==> config.mk <==
export PLATFORM = sky130hd
export DESIGN_NAME = wavetimer8
export DESIGN_NICKNAME = d
export VERILOG_FILES = /design/src/rtl/wavetimer8_pkg.sv /design/src/rtl/wt_mode_dec.sv /design/src/rtl/wt_counter.sv /design/src/rtl/wt_channel.sv /design/src/rtl/wavetimer8.sv
export SDC_FILE = /design/constraint.sdc
export NUM_CORES = 1
export LEC_CHECK = 0
export ABC_AREA = 0
export BUFFER_PORTS_ARGS = -buffer_cell sky130_fd_sc_hd__buf_2
export CORE_MARGIN = 4
export CORE_UTILIZATION = 45
export DETAILED_ROUTE_END_ITERATION = 10
export PLACE_DENSITY_LB_ADDON = 0.15
export SETUP_SLACK_MARGIN = 0.4
export SYNTH_ARGS = -nofsm -noshare
export SYNTH_HDL_FRONTEND = slang
export SYNTH_SLANG_ARGS = --single-unit
export TNS_END_PERCENT = 10
==> constraint.sdc <==
create_clock -name clk -period 2.9 [get_ports clk]
set_clock_uncertainty 0.15 [all_clocks]
set_input_delay 0.145 -clock clk [delete_from_list [all_inputs] [get_ports clk]]
set_output_delay 0.145 -clock clk [all_outputs]
set_load 0.01 [all_outputs]
==> src/rtl/wavetimer8_pkg.sv <==
package wavetimer8_pkg;

   localparam int unsigned MODE_BITS = 3;

   typedef enum logic [1:0] {
      SEQ_NORMAL = 2'd0,
      SEQ_CTC    = 2'd1,
      SEQ_FAST   = 2'd2,
      SEQ_PHASE  = 2'd3
   } seq_e;

   typedef struct packed {
      seq_e seq;
      logic top_from_a;
   } mode_cfg_t;

   localparam logic [1:0] OM_OFF    = 2'b00;
   localparam logic [1:0] OM_TOGGLE = 2'b01;
   localparam logic [1:0] OM_CLEAR  = 2'b10;
   localparam logic [1:0] OM_SET    = 2'b11;

endpackage

==> src/rtl/wt_mode_dec.sv <==
module wt_mode_dec
   import wavetimer8_pkg::*;
(
   input  logic [MODE_BITS-1:0] mode,
   output mode_cfg_t            cfg
);

   always_comb begin
      cfg.seq        = SEQ_NORMAL;
      cfg.top_from_a = 1'b0;
      unique case (mode)
         3'b001: cfg.seq = SEQ_PHASE;
         3'b010: begin cfg.seq = SEQ_CTC;   cfg.top_from_a = 1'b1; end
         3'b011: cfg.seq = SEQ_FAST;
         3'b101: begin cfg.seq = SEQ_PHASE; cfg.top_from_a = 1'b1; end
         3'b111: begin cfg.seq = SEQ_FAST;  cfg.top_from_a = 1'b1; end
         default: begin cfg.seq = SEQ_NORMAL; cfg.top_from_a = 1'b0; end
      endcase
   end

endmodule

==> src/rtl/wt_counter.sv <==
module wt_counter #(
   parameter int unsigned W = 8
) (
   input  logic         clk,
   input  logic         rst_n,
   input  logic         tick,
   input  logic         wr,
   input  logic [W-1:0] wdata,
   input  logic [W-1:0] top,
   input  logic         phase,
   output logic [W-1:0] count,
   output logic         dir_down,
   output logic         at_top,
   output logic         at_bottom
);

   localparam logic [W-1:0] ONE = {{(W-1){1'b0}}, 1'b1};

   logic [W-1:0] cnt_n;
   logic         dir_n;

   assign at_top    = (count == top);
   assign at_bottom = (count == '0);

   always_comb begin
      cnt_n = count;
      dir_n = dir_down;
      if (wr) begin
         cnt_n = wdata;
      end else if (tick) begin
         if (!phase) begin
            cnt_n = at_top ? '0 : count + 1'b1;
            dir_n = 1'b0;
         end else if (!dir_down) begin
            if (at_top) begin
               if (at_bottom) begin
                  cnt_n = '0;
               end else begin
                  cnt_n = count - 1'b1;
                  dir_n = 1'b1;
               end
            end else begin
               cnt_n = count + 1'b1;
            end
         end else begin
            if (at_bottom) begin
               cnt_n = at_top ? '0 : ONE;
               dir_n = 1'b0;
            end else begin
               cnt_n = count - 1'b1;
            end
         end
      end
   end

   always_ff @(posedge clk or negedge rst_n) begin
      if (!rst_n) begin
         count    <= '0;
         dir_down <= 1'b0;
      end else begin
         count    <= cnt_n;
         dir_down <= dir_n;
      end
   end

   a_r2_wrap_at_top: assert property (@(posedge clk) disable iff (!rst_n)
      (!phase && tick && !wr && at_top) |=> (count == '0));

   a_r3_descend: assert property (@(posedge clk) disable iff (!rst_n)
      (phase && tick && !wr && dir_down && !at_bottom) |=> (count == $past(count) - 1'b1));

   a_r3_turn_down: assert property (@(posedge clk) disable iff (!rst_n)
      (phase && tick && !wr && !dir_down && at_top && !at_bottom) |=> dir_down);

   a_r12_hold: assert property (@(posedge clk) disable iff (!rst_n)
      (!tick && !wr) |=> ($stable(count) && $stable(dir_down)));

endmodule

==> src/rtl/wt_channel.sv <==
module wt_channel
   import wavetimer8_pkg::*;
#(
   parameter int unsigned W = 8
) (
   input  logic         clk,
   input  logic         rst_n,
   input  logic         tick,
   input  logic         sup,
   input  seq_e         seq,
   input  logic         dir_down,
   input  logic         at_bottom,
   input  logic [W-1:0] count,
   input  logic         wr,
   input  logic [W-1:0] wdata,
   input  logic         upd,
   input  logic [1:0]   om,
   input  logic         force_s,
   output logic [W-1:0] cmp_act,
   output logic         match,
   output logic         wave
);

   logic [W-1:0] cmp_shadow;
   logic         pin;
   logic         pin_n;
   logic         immediate;

   assign immediate = (seq == SEQ_NORMAL) || (seq == SEQ_CTC);
   assign match     = tick && !sup && (count == cmp_act);

   always_ff @(posedge clk or negedge rst_n) begin
      if (!rst_n) begin
         cmp_act    <= '0;
         cmp_shadow <= '0;
      end else if (immediate) begin
         if (wr) begin
            cmp_act    <= wdata;
            cmp_shadow <= wdata;
         end
      end else begin
         if (upd) cmp_act <= cmp_shadow;
         if (wr)  cmp_shadow <= wdata;
      end
   end

   always_comb begin
      pin_n = pin;
      unique case (seq)
         SEQ_FAST: begin
            if (match) begin
               if (om == OM_CLEAR)     pin_n = 1'b0;
               else if (om == OM_SET)  pin_n = 1'b1;
            end else if (tick && at_bottom) begin
               if (om == OM_CLEAR)     pin_n = 1'b1;
               else if (om == OM_SET)  pin_n = 1'b0;
            end
         end
         SEQ_PHASE: begin
            if (match) begin
               if (om == OM_CLEAR)     pin_n = dir_down;
               else if (om == OM_SET)  pin_n = !dir_down;
            end
         end
         default: begin
            if (match || force_s) begin
               unique case (om)
                  OM_TOGGLE: pin_n = !pin;
                  OM_CLEAR:  pin_n = 1'b0;
                  OM_SET:    pin_n = 1'b1;
                  default:   pin_n = pin;
               endcase
            end
         end
      endcase
   end

   always_ff @(posedge clk or negedge rst_n) begin
      if (!rst_n) pin <= 1'b0;
      else        pin <= pin_n;
   end

   assign wave = pin && (immediate ? (om != OM_OFF) : om[1]);

   a_r9_force_only_nonpwm: assert property (@(posedge clk) disable iff (!rst_n)
      (!immediate && !match && !(tick && at_bottom)) |=> $stable(pin));

endmodule

==> src/rtl/wavetimer8.sv <==
module wavetimer8
   import wavetimer8_pkg::*;
#(
   parameter int unsigned W = 8
) (
   input  logic                 clk,
   input  logic                 rst_n,
   input  logic                 tick,
   input  logic                 cnt_wr,
   input  logic [W-1:0]         cnt_wdata,
   input  logic                 cmpa_wr,
   input  logic [W-1:0]         cmpa_wdata,
   input  logic                 cmpb_wr,
   input  logic [W-1:0]         cmpb_wdata,
   input  logic [MODE_BITS-1:0] mode,
   input  logic [1:0]           outmode_a,
   input  logic [1:0]           outmode_b,
   input  logic                 force_a,
   input  logic                 force_b,
   input  logic [2:0]           flag_clr,
   output logic [W-1:0]         count,
   output logic                 wave_a,
   output logic                 wave_b,
   output logic                 flag_cmpa,
   output logic                 flag_cmpb,
   output logic                 flag_ovf
);

   localparam int unsigned   NCH     = 2;
   localparam logic [W-1:0] CNT_MAX = '1;

   if (W < 2) begin : g_bad_width
      $error("wavetimer8: W must be at least 2");
   end

   mode_cfg_t    cfg;
   logic [W-1:0] top;
   logic         dir_down;
   logic         at_top;
   logic         at_bottom;
   logic         sup;
   logic         upd;
   logic         ovf_evt;

   logic [NCH-1:0][W-1:0] ch_wdata;
   logic [NCH-1:0][W-1:0] ch_act;
   logic [NCH-1:0][1:0]   ch_om;
   logic [NCH-1:0]        ch_wr;
   logic [NCH-1:0]        ch_force;
   logic [NCH-1:0]        ch_match;
   logic [NCH-1:0]        ch_wave;
   logic [NCH-1:0]        flag_cmp;

   assign ch_wr    = {cmpb_wr, cmpa_wr};
   assign ch_wdata = {cmpb_wdata, cmpa_wdata};
   assign ch_om    = {outmode_b, outmode_a};
   assign ch_force = {force_b, force_a};

   wt_mode_dec u_dec (
      .mode (mode),
      .cfg  (cfg)
   );

   assign top = cfg.top_from_a ? ch_act[0] : CNT_MAX;

   wt_counter #(.W(W)) u_cnt (
      .clk       (clk),
      .rst_n     (rst_n),
      .tick      (tick),
      .wr        (cnt_wr),
      .wdata     (cnt_wdata),
      .top       (top),
      .phase     (cfg.seq == SEQ_PHASE),
      .count     (count),
      .dir_down  (dir_down),
      .at_top    (at_top),
      .at_bottom (at_bottom)
   );

   always_ff @(posedge clk or negedge rst_n) begin
      if (!rst_n) sup <= 1'b0;
      else        sup <= cnt_wr;
   end

   assign upd = tick && (((cfg.seq == SEQ_PHASE) && at_top) ||
                         ((cfg.seq == SEQ_FAST)  && at_bottom));

   always_comb begin
      unique case (cfg.seq)
         SEQ_PHASE: ovf_evt = tick && at_bottom;
         SEQ_FAST:  ovf_evt = tick && (cfg.top_from_a ? at_top : (count == CNT_MAX));
         default:   ovf_evt = tick && (count == CNT_MAX);
      endcase
   end

   for (genvar i = 0; i < NCH; i++) begin : g_ch
      wt_channel #(.W(W)) u_ch (
         .clk       (clk),
         .rst_n     (rst_n),
         .tick      (tick),
         .sup       (sup),
         .seq       (cfg.seq),
         .dir_down  (dir_down),
         .at_bottom (at_bottom),
         .count     (count),
         .wr        (ch_wr[i]),
         .wdata     (ch_wdata[i]),
         .upd       (upd),
         .om        (ch_om[i]),
         .force_s   (ch_force[i]),
         .cmp_act   (ch_act[i]),
         .match     (ch_match[i]),
         .wave      (ch_wave[i])
      );

      always_ff @(posedge clk or negedge rst_n) begin
         if (!rst_n) flag_cmp[i] <= 1'b0;
         else        flag_cmp[i] <= ch_match[i] || (flag_cmp[i] && !flag_clr[i]);
      end

      a_r4_immediate_write: assert property (@(posedge clk) disable iff (!rst_n)
         (((cfg.seq == SEQ_NORMAL) || (cfg.seq == SEQ_CTC)) && ch_wr[i])
         |=> (ch_act[i] == $past(ch_wdata[i])));

      a_r4_hold_between: assert property (@(posedge clk) disable iff (!rst_n)
         (!upd && !(((cfg.seq == SEQ_NORMAL) || (cfg.seq == SEQ_CTC)) && ch_wr[i]))
         |=> $stable(ch_act[i]));

      a_r11_cmp_sticky: assert property (@(posedge clk) disable iff (!rst_n)
         (flag_cmp[i] && !flag_clr[i]) |=> flag_cmp[i]);

      a_r10_write_masks: assert property (@(posedge clk) disable iff (!rst_n)
         ($past(cnt_wr) && !flag_cmp[i]) |=> !flag_cmp[i]);
   end

   always_ff @(posedge clk or negedge rst_n) begin
      if (!rst_n) flag_ovf <= 1'b0;
      else        flag_ovf <= ovf_evt || (flag_ovf && !flag_clr[2]);
   end

   assign flag_cmpa = flag_cmp[0];
   assign flag_cmpb = flag_cmp[1];
   assign wave_a    = ch_wave[0];
   assign wave_b    = ch_wave[1];

   a_r11_set_wins: assert property (@(posedge clk) disable iff (!rst_n)
      ovf_evt |=> flag_ovf);

   a_r11_ovf_sticky: assert property (@(posedge clk) disable iff (!rst_n)
      (flag_ovf && !flag_clr[2]) |=> flag_ovf);

endmodule

==> flow_metrics.tcl <==
set metrics [dict create \
    postSynthRegisterBits 47 \
    synth.most_common_cell "sky130_fd_sc_hd__dfrtp_1" \
    cp-end-kind "flip-flop" \
    tritoncts "built" \
    drt-wirelength-per-cell_um 16.90 \
    clk_pin_slew_worst_paths_ns 0.10 \
    setup_viol_count_final 0 \
    cts_inserted_buffers 5 \
    synth_top_cells_by_count "sky130_fd_sc_hd__dfrtp_1 (47), sky130_fd_sc_hd__a21oi_1 (25), sky130_fd_sc_hd__mux2_2 (16)" \
    synth.yosys.warnings 0 \
    setup-tns-final_ns 0 \
    finalWorstPathRequiredPeriod_ns 2.511 \
    cts_root_buffer "sky130_fd_sc_hd__clkbuf_8" \
    p_clk_frac 0.241 \
    core_area_sq_um 6061 \
    vias 2735 \
    worstSkewPairLatency_ns 0.32 \
    avgSynthCellArea_sq_um 9.773 \
    grt_overflow 0 \
    gp_routability_congestion 0.8627 \
    grt_start_max_net_pins 48 \
    synth.net_count 341 \
    first_global_vias 2624 \
    outcome "finished, final reports clean" \
    critical_path_arrival_ns 2.57 \
    synth.largest_area_cell "sky130_fd_sc_hd__dfrtp_1" \
    timing.setup.critical_path_class "reg2reg" \
    report.final.slew_viol_count 0 \
    diodes 0 \
    port-buffer-count 54 \
    netlist_area_sq_um 2893 \
    dr.pass1.iters 5 \
    holdWs_ns 0.02763 \
    synth_cells 296 \
    die_area_sq_um 7775 \
    avgViaCountPerCell 5.882 \
    fillCellCount 528 \
    ys.flop_type "sky130_fd_sc_hd__dfrtp_1" \
    grt_antenna_before_repair 0 \
    cts_sinks 47 \
    register_area_sq_um 1182 \
    net_sw_power_uw 605.5 \
    drt_iter0_drc 150 \
    wl_mm 7.859 \
    final_layout_size_suffix_gt1_frac 0.2923 \
    slew-limit-headroom 0.2961 \
    power_density_nw_per_um2 480.8 \
    post_route_antenna_net_violation_count 0 \
    first_pass_grt_wire_length_mm 12.99 \
    post-dp-hpwl_mm 5.448 \
    vdd_ir_drop_max_uv 276.2 \
    cp_max_stage_cell "sky130_fd_sc_hd__or4_4" \
    detail_route.drc_violations 0 \
    report.final.hold_viol_count 0 \
    initial_utilization 0.4773 \
    placed_cells_incl_taps 419 \
    cts.htree.levels 2 \
    worstPathMaxFanout 8 \
    timing.critical_path.slowest_cell_delay_ns 0.56 \
    clock_path_buffers 2 \
    synth-edff-count 0 \
    multiInputGateArea_sq_um 1585 \
    p_sw_frac 0.3398 \
    synth_async_sr_flop_share 1.000 \
    cp.required_ns 2.96 \
    final_period_util 0.8659 \
    setup.worst_path.start_class "flip-flop" \
    timing.hold.worst.class "in2reg" \
    maxCapViolations 0 \
    crit_path_cell_trace "or4_4 > nor4b_4 > and4_4 > a31oi_2 > buf_6 > o22a_1 > o21a_1" \
    synth_area_leaders "sky130_fd_sc_hd__dfrtp_1 (41%), sky130_fd_sc_hd__mux2_2 (6.2%), sky130_fd_sc_hd__a21oi_1 (4.3%), sky130_fd_sc_hd__mux2i_1 (3.5%), sky130_fd_sc_hd__o32ai_1 (3.0%)" \
    unique_masters_post_synth 57 \
    layout.cells.non_filler 465 \
    pwr-share-comb 0.293 \
    leakage_uw 0.001595 \
    tightest_slew_ns 1.056 \
    power.internal_uw 1176 \
    ioPinCount 55 \
    die-height_um 88.18 \
    die_x_extent_um 88.18 \
    groute.usage.overall 0.2153 \
    finish.net_count 434 \
    rsz0062_at_grt "true" \
    rows 28 \
    clock.fmax_mhz 398.2 \
    seq_power_share 0.466 \
    area_growth_syn_to_fin_pct 28.11 \
    synth_largest_type_area_fraction 0.4066 \
    yosysSeqAreaShare 0.4066 \
]
[sequential cells by signal (all words and copies together) (netlist names)]
signal / count
g_ch.u_ch.cmp_act: 16
u_cnt.dir_down: 1
g_ch.u_ch.pin: 2
sup: 1
flag_cmpa: 1
u_cnt.count: 8
flag_ovf: 1
flag_cmpb: 1
g_ch.u_ch.cmp_shadow: 16
[kinds of logic after synthesis]
kind of cell,count (synthesis),share of synthesized area
muxes,26,0.09689
adders and majority gates,3,0.01298
buffers and inverters,30,0.05407
AOI/OAI and AO/OA,93,0.2275
DFF,47,0.4066
xor gates and xnor gates,11,0.03330
and+or+nand+nor,86,0.1687
[per-layer routing]
metal	routed length (um)	GRT usage	vias to the layer above
li1	-	-	1292
met1	3600	0.3026	1349
met2	3715	0.3399	82
met3	388	0.03669	12
met4	154	0.06731	0
met5	0	0	-
[per-stage QoR]
step | area, sq um | power, uW | worst slack, ns | util
4_1_cts | 3659 | 1771 | 0.3634 | 0.6036
5_1_grt | 3706 | 1884 | 0.3259 | 0.6115
3_3_place_gp | 3232 | 1299 | 0.3052 | 0.5332
6_report | 3706 | 1782 | 0.3888 | 0.6115
3_5_place_dp | 3232 | 1309 | 0.2490 | 0.5332
2_1_floorplan | 2893 | 1129 | 0.4707 | -
[critical path: cells and delay by family, from the launching register on]
kind,cells,cell delay [ns]
AOI/OAI and AO/OA,3,0.39
buffers and inverters,1,0.19
and+or+nand+nor,3,1.21
DFF,1,0.47
[power groups by stage]
| stage | registers (uW) | clock network (uW) | logic (uW) |
|---|---|---|---|
| 2_1_floorplan | 818 | 0 | 311 |
| 3_3_place_gp | 841 | 0 | 458 |
| 3_5_place_dp | 844 | 0 | 465 |
| 4_1_cts | 829 | 433 | 509 |
| 5_1_grt | 842 | 465 | 576 |
| 6_report | 830 | 429 | 523 |
[repair_timing]
item | in CTS | in global routing
setup buffers | 4 | 5
gates cloned | 1 | 0
hold buffers | 28 | 0
pin swaps | 0 | 2
resized for setup | 3 | 6
endpoints found under the setup margin | 18 | 21
hold endpoints to repair | 83 | 0
[path summary, 6_finish.rpt]
kind                                start                       to  slack (ns)  depth (start not counted)
max reg2reg                u_cnt.count[4]  g_ch[1].u_ch.cmp_act[6]        0.39                          7
min reg2reg                     flag_cmpa                flag_cmpa        0.33                          1
max in group asynchronous           rst_n           u_cnt.count[3]        1.48                          2
max                        u_cnt.count[4]  g_ch[1].u_ch.cmp_act[6]        0.39                          7
min in group asynchronous           rst_n         g_ch[0].u_ch.pin        0.39                          2
min                          outmode_b[0]         g_ch[1].u_ch.pin        0.03                          3
[cells in the final DEF (no fill, tap or decap), drive strengths merged, types with 3 or more instances in the layout]
cell type,instances
a21oi,25
nand3,9
o22a,6
nand2,15
o211ai,3
dfrtp,47
o21ai,14
nand4,3
a22oi,5
nor3b,5
clkbuf,5
a211o,4
mux2,16
and4,3
clkinv,3
o21a,7
nor2,14
dlygate4sd3,28
a31oi,3
nand2b,13
nor3,12
xnor2,10
buf,74
a21o,3
mux2i,10
ha,3
o32ai,10
inv,13
[area by class of cell]
type | count | share of cell area
clock buffers | 5 | 0.01857
inverters | 13 | 0.01317
flip-flops and latches | 47 | 0.3190
clock inverters | 3 | 0.006077
multi-input cells | 220 | 0.4278
repair buffers | 102 | 0.1901
well taps | 75 | 0.02532
Note: power is estimated with default switching activity, not from simulation.
